[src/rtl/board_ctrl_pkg.sv]
package board_ctrl_pkg;
  localparam int OFF_W     = 20;
  localparam int DATA_W    = 32;
  localparam int CHAR_W    = 8;
  localparam int NUM_CHARS = 8;
  localparam int IDX_W     = $clog2(NUM_CHARS);
  localparam int BYTE_W    = 8;

  localparam logic [OFF_W-1:0] OFF_SWITCH = 20'h00000;
  localparam logic [OFF_W-1:0] OFF_LED    = 20'h00008;
  localparam logic [OFF_W-1:0] OFF_WORD   = 20'h00410;
  localparam logic [OFF_W-1:0] OFF_POS0   = 20'h00418;
  localparam logic [OFF_W-1:0] OFF_SOFTRS = 20'h00500;
  localparam logic [OFF_W-1:0] OFF_GPOUT  = 20'h00A00;
  localparam logic [OFF_W-1:0] OFF_I2CIN  = 20'h00B00;
  localparam logic [OFF_W-1:0] OFF_I2COE  = 20'h00B08;
  localparam logic [OFF_W-1:0] OFF_I2COUT = 20'h00B10;
  localparam logic [OFF_W-1:0] OFF_I2CSEL = 20'h00B18;

  localparam logic [CHAR_W-1:0] BLANK_CHAR = 8'h20;

  typedef enum logic [2:0] {
    RD_ZERO, RD_LED, RD_GPOUT, RD_I2CIN, RD_I2COE, RD_I2CSEL
  } rdSel_e;

  typedef struct packed {
    logic             wrLed;
    logic             wrWord;
    logic             wrPos;
    logic [IDX_W-1:0] posIdx;
    logic             wrSoftRst;
    logic             wrGpout;
    logic             wrI2cOe;
    logic             wrI2cOut;
    logic             wrI2cSel;
    logic             rdHit;
    rdSel_e           rdSel;
  } ctrlStrobe_t;
endpackage

[src/rtl/board_ctrl_decode.sv]
module board_ctrl_decode
  import board_ctrl_pkg::*;
(
  input  logic             clk,
  input  logic             rst_n,
  input  logic [OFF_W-1:0] busAddr,
  input  logic             wrEn,
  input  logic             rdEn,
  output ctrlStrobe_t      strobe
);
  localparam logic [OFF_W-4:0] POS_CNT = (OFF_W-3)'(NUM_CHARS);

  logic [OFF_W-1:0] posDelta;
  logic             inPos;

  assign posDelta = busAddr - OFF_POS0;
  assign inPos    = (busAddr >= OFF_POS0) && (posDelta[2:0] == 3'b000) &&
                    (posDelta[OFF_W-1:3] < POS_CNT);

  always_comb begin
    strobe           = '0;
    strobe.rdSel     = RD_ZERO;
    strobe.posIdx    = posDelta[3 +: IDX_W];
    strobe.wrLed     = wrEn && (busAddr == OFF_LED);
    strobe.wrWord    = wrEn && (busAddr == OFF_WORD);
    strobe.wrPos     = wrEn && inPos;
    strobe.wrSoftRst = wrEn && (busAddr == OFF_SOFTRS);
    strobe.wrGpout   = wrEn && (busAddr == OFF_GPOUT);
    strobe.wrI2cOe   = wrEn && (busAddr == OFF_I2COE);
    strobe.wrI2cOut  = wrEn && (busAddr == OFF_I2COUT);
    strobe.wrI2cSel  = wrEn && (busAddr == OFF_I2CSEL);
    strobe.rdHit     = rdEn;
    if (rdEn) begin
      unique case (busAddr)
        OFF_SWITCH: strobe.rdSel = RD_ZERO;
        OFF_LED:    strobe.rdSel = RD_LED;
        OFF_GPOUT:  strobe.rdSel = RD_GPOUT;
        OFF_I2CIN:  strobe.rdSel = RD_I2CIN;
        OFF_I2COE:  strobe.rdSel = RD_I2COE;
        OFF_I2CSEL: strobe.rdSel = RD_I2CSEL;
        default:    strobe.rdSel = RD_ZERO;
      endcase
    end
  end

  // At most one write target per cycle
  p_one_target_r10: assert property (@(posedge clk) disable iff (!rst_n)
    $onehot0({strobe.wrLed, strobe.wrWord, strobe.wrPos, strobe.wrSoftRst,
              strobe.wrGpout, strobe.wrI2cOe, strobe.wrI2cOut, strobe.wrI2cSel}));

  // The UART window never produces a strobe
  p_uart_window_r10: assert property (@(posedge clk) disable iff (!rst_n)
    (busAddr[OFF_W-1:8] == 12'h009) |->
      !(strobe.wrLed || strobe.wrWord || strobe.wrPos || strobe.wrSoftRst ||
        strobe.wrGpout || strobe.wrI2cOe || strobe.wrI2cOut || strobe.wrI2cSel) &&
      (strobe.rdSel == RD_ZERO));
endmodule

[src/rtl/board_ctrl_datapath.sv]
module board_ctrl_datapath
  import board_ctrl_pkg::*;
(
  input  logic                        clk,
  input  logic                        rst_n,
  input  ctrlStrobe_t                 strobe,
  input  logic [DATA_W-1:0]           wrData,
  input  logic                        sdaIn,
  output logic [DATA_W-1:0]           rdData,
  output logic [BYTE_W-1:0]           ledBar,
  output logic [NUM_CHARS*CHAR_W-1:0] dispChars,
  output logic                        softResetReq,
  output logic [BYTE_W-1:0]           gpOut,
  output logic [1:0]                  i2cOe,
  output logic                        i2cSel,
  output logic                        sclOut,
  output logic                        sdaOut
);
  function automatic logic [CHAR_W-1:0] hexChar(input logic [3:0] nib);
    if (nib < 4'd10) hexChar = 8'h30 + {4'h0, nib};
    else             hexChar = 8'h37 + {4'h0, nib};
  endfunction

  logic [CHAR_W-1:0] dispReg [NUM_CHARS];
  logic [DATA_W-1:0] rdNext;

  for (genvar c = 0; c < NUM_CHARS; c++) begin : g_cell
    always_ff @(posedge clk) begin
      if (!rst_n)
        dispReg[c] <= BLANK_CHAR;
      else if (strobe.wrWord)
        dispReg[c] <= hexChar(wrData[DATA_W-1-4*c -: 4]);
      else if (strobe.wrPos && (strobe.posIdx == IDX_W'(c)))
        dispReg[c] <= wrData[CHAR_W-1:0];
    end
    assign dispChars[c*CHAR_W +: CHAR_W] = dispReg[c];
  end

  always_ff @(posedge clk) begin
    if (!rst_n) begin
      ledBar       <= '0;
      gpOut        <= '0;
      i2cOe        <= '0;
      i2cSel       <= 1'b0;
      sclOut       <= 1'b1;
      sdaOut       <= 1'b1;
      softResetReq <= 1'b0;
    end else begin
      softResetReq <= strobe.wrSoftRst;
      if (strobe.wrLed)    ledBar <= wrData[BYTE_W-1:0];
      if (strobe.wrGpout)  gpOut  <= wrData[BYTE_W-1:0];
      if (strobe.wrI2cOe)  i2cOe  <= wrData[1:0];
      if (strobe.wrI2cSel) i2cSel <= wrData[0];
      if (strobe.wrI2cOut) begin
        sclOut <= wrData[1];
        sdaOut <= wrData[0];
      end
    end
  end

  always_comb begin
    rdNext = '0;
    unique case (strobe.rdSel)
      RD_LED:    rdNext[BYTE_W-1:0] = ledBar;
      RD_GPOUT:  rdNext[BYTE_W-1:0] = gpOut;
      RD_I2CIN:  rdNext[1:0]        = {sclOut, sdaIn};
      RD_I2COE:  rdNext[1:0]        = i2cOe;
      RD_I2CSEL: rdNext[0]          = i2cSel;
      default:   rdNext             = '0;
    endcase
  end

  always_ff @(posedge clk) begin
    if (!rst_n)            rdData <= '0;
    else if (strobe.rdHit) rdData <= rdNext;
    else                   rdData <= '0;
  end

  p_led_hold_r2: assert property (@(posedge clk) disable iff (!rst_n)
    !strobe.wrLed |=> $stable(ledBar));

  p_disp_hold_r4: assert property (@(posedge clk) disable iff (!rst_n)
    !(strobe.wrWord || strobe.wrPos) |=> $stable(dispChars));

  p_soft_pulse_r5: assert property (@(posedge clk) disable iff (!rst_n)
    strobe.wrSoftRst |=> softResetReq);

  p_soft_cause_r5: assert property (@(posedge clk) disable iff (!rst_n)
    !strobe.wrSoftRst |=> !softResetReq);

  p_i2c_pins_r8: assert property (@(posedge clk) disable iff (!rst_n)
    strobe.wrI2cOut |=> (sclOut == $past(wrData[1])) && (sdaOut == $past(wrData[0])));

  p_rd_idle_r11: assert property (@(posedge clk) disable iff (!rst_n)
    !strobe.rdHit |=> (rdData == '0));
endmodule

[src/rtl/board_ctrl_regs.sv]
module board_ctrl_regs
  import board_ctrl_pkg::*;
(
  input  logic                        clk,
  input  logic                        rst_n,
  input  logic [OFF_W-1:0]            busAddr,
  input  logic                        wrEn,
  input  logic                        rdEn,
  input  logic [DATA_W-1:0]           wrData,
  output logic [DATA_W-1:0]           rdData,
  output logic [BYTE_W-1:0]           ledBar,
  output logic [NUM_CHARS*CHAR_W-1:0] dispChars,
  output logic                        softResetReq,
  output logic [BYTE_W-1:0]           gpOut,
  output logic [1:0]                  i2cOe,
  output logic                        i2cSel,
  output logic                        sclOut,
  output logic                        sdaOut,
  input  logic                        sdaIn
);
  ctrlStrobe_t strobe;

  board_ctrl_decode decode_i (
    .clk     (clk),
    .rst_n   (rst_n),
    .busAddr (busAddr),
    .wrEn    (wrEn),
    .rdEn    (rdEn),
    .strobe  (strobe)
  );

  board_ctrl_datapath datapath_i (
    .clk          (clk),
    .rst_n        (rst_n),
    .strobe       (strobe),
    .wrData       (wrData),
    .sdaIn        (sdaIn),
    .rdData       (rdData),
    .ledBar       (ledBar),
    .dispChars    (dispChars),
    .softResetReq (softResetReq),
    .gpOut        (gpOut),
    .i2cOe        (i2cOe),
    .i2cSel       (i2cSel),
    .sclOut       (sclOut),
    .sdaOut       (sdaOut)
  );
endmodule

[config.mk]
export PLATFORM = sky130hd
export DESIGN_NAME = board_ctrl_regs
export DESIGN_NICKNAME = d
export VERILOG_FILES = /design/src/rtl/board_ctrl_pkg.sv /design/src/rtl/board_ctrl_decode.sv /design/src/rtl/board_ctrl_datapath.sv /design/src/rtl/board_ctrl_regs.sv
export SDC_FILE = /design/constraint.sdc
export NUM_CORES = 1
export LEC_CHECK = 0
export BUFFER_PORTS_ARGS = -buffer_cell sky130_fd_sc_hd__buf_2
export CORE_MARGIN = 4
export CORE_UTILIZATION = 51
export DETAILED_ROUTE_END_ITERATION = 7
export GPL_TIMING_DRIVEN = 1
export PLACE_DENSITY = 0.78
export SLEW_MARGIN = 20
export SYNTH_ARGS = -nofsm -noshare
export SYNTH_HDL_FRONTEND = slang
export SYNTH_SLANG_ARGS = --single-unit
[constraint.sdc]
create_clock -name clk -period 3.1 [get_ports clk]
set_input_delay 0.31 -clock clk [delete_from_list [all_inputs] [get_ports clk]]
set_output_delay 0.31 -clock clk [all_outputs]
set_load 0.02 [all_outputs]
==> impl_metrics.json <==
{
  "outcome": "finished clean",
  "switching_share_pct": 27.9,
  "cts-htree-levels": 3,
  "worstPathArrival_ns": 2.12,
  "synth_top_area_share_pct": 37.9,
  "syn_to_final_growth_pct": 18.7,
  "busiest_layer": "met2",
  "postSynthCellCount": 486,
  "postCtsHoldBufs": 0,
  "cts_buffers": 9,
  "rsz0062_at_grt": "no",
  "r2r_setup_slack_ns": 2.04,
  "synth_area_um2": 5070,
  "setup_viol": 0,
  "synth_seq_area_share_pct": 49.8,
  "nets": 691,
  "path_buf_inv": 1,
  "viasPerCell": 5.66,
  "fin_util_pct": 61.9,
  "hold_viol": 0,
  "diodes": 0,
  "vias": 4323,
  "hp-class": "in2reg",
  "ant_nets": 0,
  "dieWidth_um": 108,
  "setup_tns_ns": 0,
  "finalWirelength_um": 13600,
  "power_frac_clock_pct": 31.9,
  "place.gp.congestion": 0.906,
  "irDropWorstVdd_mv": 0.265,
  "synth_top_area_cell": "edfxtp_1",
  "cts.path.max_buffers": 2,
  "crit_fanout": 17,
  "grt.overflow.total": 0,
  "cts_sinks": 94,
  "ys_warn_count": 0,
  "worst_slew_pin_slew_ns": 1.12,
  "crit_type": "in2reg",
  "setup.worst_path.end_class": "register",
  "grt_use_met1_pct": 29.2,
  "avgSynthCellArea_um2": 10.4,
  "grt_pass1_vias": 4164,
  "numPlacedInstances": 748,
  "port-buffer-count": 150,
  "clk_pin_slew_ns": 0.09,
  "row_count": 36,
  "critPathMaxStageDelay_ns": 0.92,
  "globalRouteTotalUtil_pct": 23.1,
  "power.density_nw_per_um2": 432,
  "use_met2_pct": 38.2,
  "antenna_found_initial": 1,
  "fp.dieH_um": 108,
  "insertion_delay_ns": 0.37,
  "ys.flop_type": "edfxtp_1",
  "grt_pass1_wl_um": 20900,
  "cts_tree": "done",
  "drt-initial-drc-count": 343,
  "drive_gt1_share_pct": 30.9,
  "use_met3_pct": 5.70,
  "drc": 0,
  "place.detailed.hpwl_um": 10200,
  "path_cells": "buf_2 > nor2_1 > a211oi_1 > nand4_1 > o31ai_1",
  "async_flop_share_pct": 0,
  "cts_resized": 0,
  "io_pins": 175,
  "p_int_mw": 1.88,
  "yosysMostFrequentCell": "edfxtp_1",
  "p_sw_mw": 0.727,
  "crit_slowest_cell": "o31ai_1",
  "seqPwrFrac_pct": 53.4,
  "ys_top_cells_by_count": "64 x edfxtp_1, 57 x nor2_1, 30 x dfxtp_1",
  "p_comb_share_pct": 14.7,
  "pre_cts_ws_ns": 0.597,
  "layout.cells.non_filler": 764,
  "clock-skew-final_ns": 0.0148,
  "drt-wirelength-per-cell_um": 17.8,
  "post-route-min-period_ns": 2.14,
  "slew_viol_final": 0,
  "cts_root_buf": "clkbuf_8",
  "fin_ws_ns": 0.958,
  "slew_headroom_pct": 24.8,
  "core_um2": 9730,
  "timing.critical_path.max_delay_family": "compound AO/OA/AOI/OAI gates",
  "drv_cap": 0,
  "cts_setup_buffers": 0,
  "critPathRequiredTime_ns": 3.08,
  "netlist_top_cells_area": "edfxtp_1 38%, dfxtp_1 12%, o32ai_1 5.0%, nor2_1 4.2%, mux2i_1 3.8%",
  "p_leak_nw": 2.63,
  "fin_crit_sh_pct": 69.1,
  "ys_types": 58,
  "max_freq_mhz": 467,
  "grt_max_degree": 41,
  "start_util_pct": 52.1,
  "ys_ff_latch": 94,
  "dieArea_um2": 11600,
  "synth_edf_count": 64,
  "cp-start-kind": "input pin",
  "first_pass_iters": 5
}
## through the flow
stage,hold slack [ns],power [mW],cell area [um2]
after floorplan,0.454,1.68,5160
after global placement,0.466,1.79,5830
after detailed placement,0.472,1.80,5830
after CTS,0.217,2.61,6020
after global routing,0.234,2.69,6020
final,0.227,2.60,6020
## final cells by class
type / count / area, um2
inverters: 27 / 101
clock buffers: 10 / 129
repair buffers: 161 / 833
well taps: 133 / 166
clock inverters: 6 / 65.1
multi-input cells: 333 / 2200
flip-flops and latches: 94 / 2520
fillers: 876 / 3710
## routing by layer
layer	share of wire (%)	vias to the layer above
met5	0.051	-
met4	1.7	2
met3	9.7	21
met2	49	225
met1	40	2041
li1	-	2034
## power by group through the flow
stage	clock network, mW	registers [mW]	logic (mW)
after global placement	0	1.42	0.369
final	0.829	1.39	0.384
after floorplan	0	1.48	0.200
after global routing	0.886	1.39	0.414
after detailed placement	0	1.42	0.378
after CTS	0.838	1.39	0.380
## cell usage in the layout (no fill, tap or decap), types with 11 or more instances in the layout
cell | synthesis | final
nor2_1 | 57 | 57
o32ai_1 | 29 | 29
inv_1 | 27 | 27
buf_4 | 25 | 11
dfxtp_1 | 30 | 30
buf_2 | 6 | 150
conb_1 | 1 | 24
mux2i_1 | 19 | 19
nand2_1 | 28 | 28
o21ai_0 | 15 | 15
edfxtp_1 | 64 | 64
a21oi_1 | 19 | 19
xnor2_1 | 13 | 13
## registers in the layout, indices dropped and copies added (netlist names)
register                 cells
datapath_i.i2cOe             2
datapath_i.dispReg          64
datapath_i.softResetReq      1
datapath_i.sdaOut            1
datapath_i.i2cSel            1
datapath_i.gpOut             8
datapath_i.rdData            8
datapath_i.sclOut            1
datapath_i.ledBar            8
## worst paths after layout
path / startpoint / endpoint / cells after the start
min: rst_n / datapath_i.sdaOut / 2
max: busAddr[5] / datapath_i.dispReg[0][24] / 5
max reg2reg: datapath_i.ledBar[0] / datapath_i.rdData[0] / 3
min reg2reg: datapath_i.ledBar[5] / datapath_i.rdData[5] / 1
## cell families (layout without fill, tap and decap cells)
| family | Yosys count | count (layout) | share of synthesized area, % |
|---|---|---|---|
| adders and majority gates | 8 | 8 | 1.97 |
| and+or+nand+nor | 143 | 143 | 14.2 |
| buffers and inverters | 82 | 204 | 8.51 |
| other | 1 | 24 | 0.0740 |
| DFF | 94 | 94 | 49.8 |
| muxes | 19 | 19 | 3.75 |
| xor gates and xnor gates | 15 | 15 | 2.59 |
| AOI/OAI and AO/OA | 124 | 124 | 19.1 |
(Power assumes the default switching activity.)
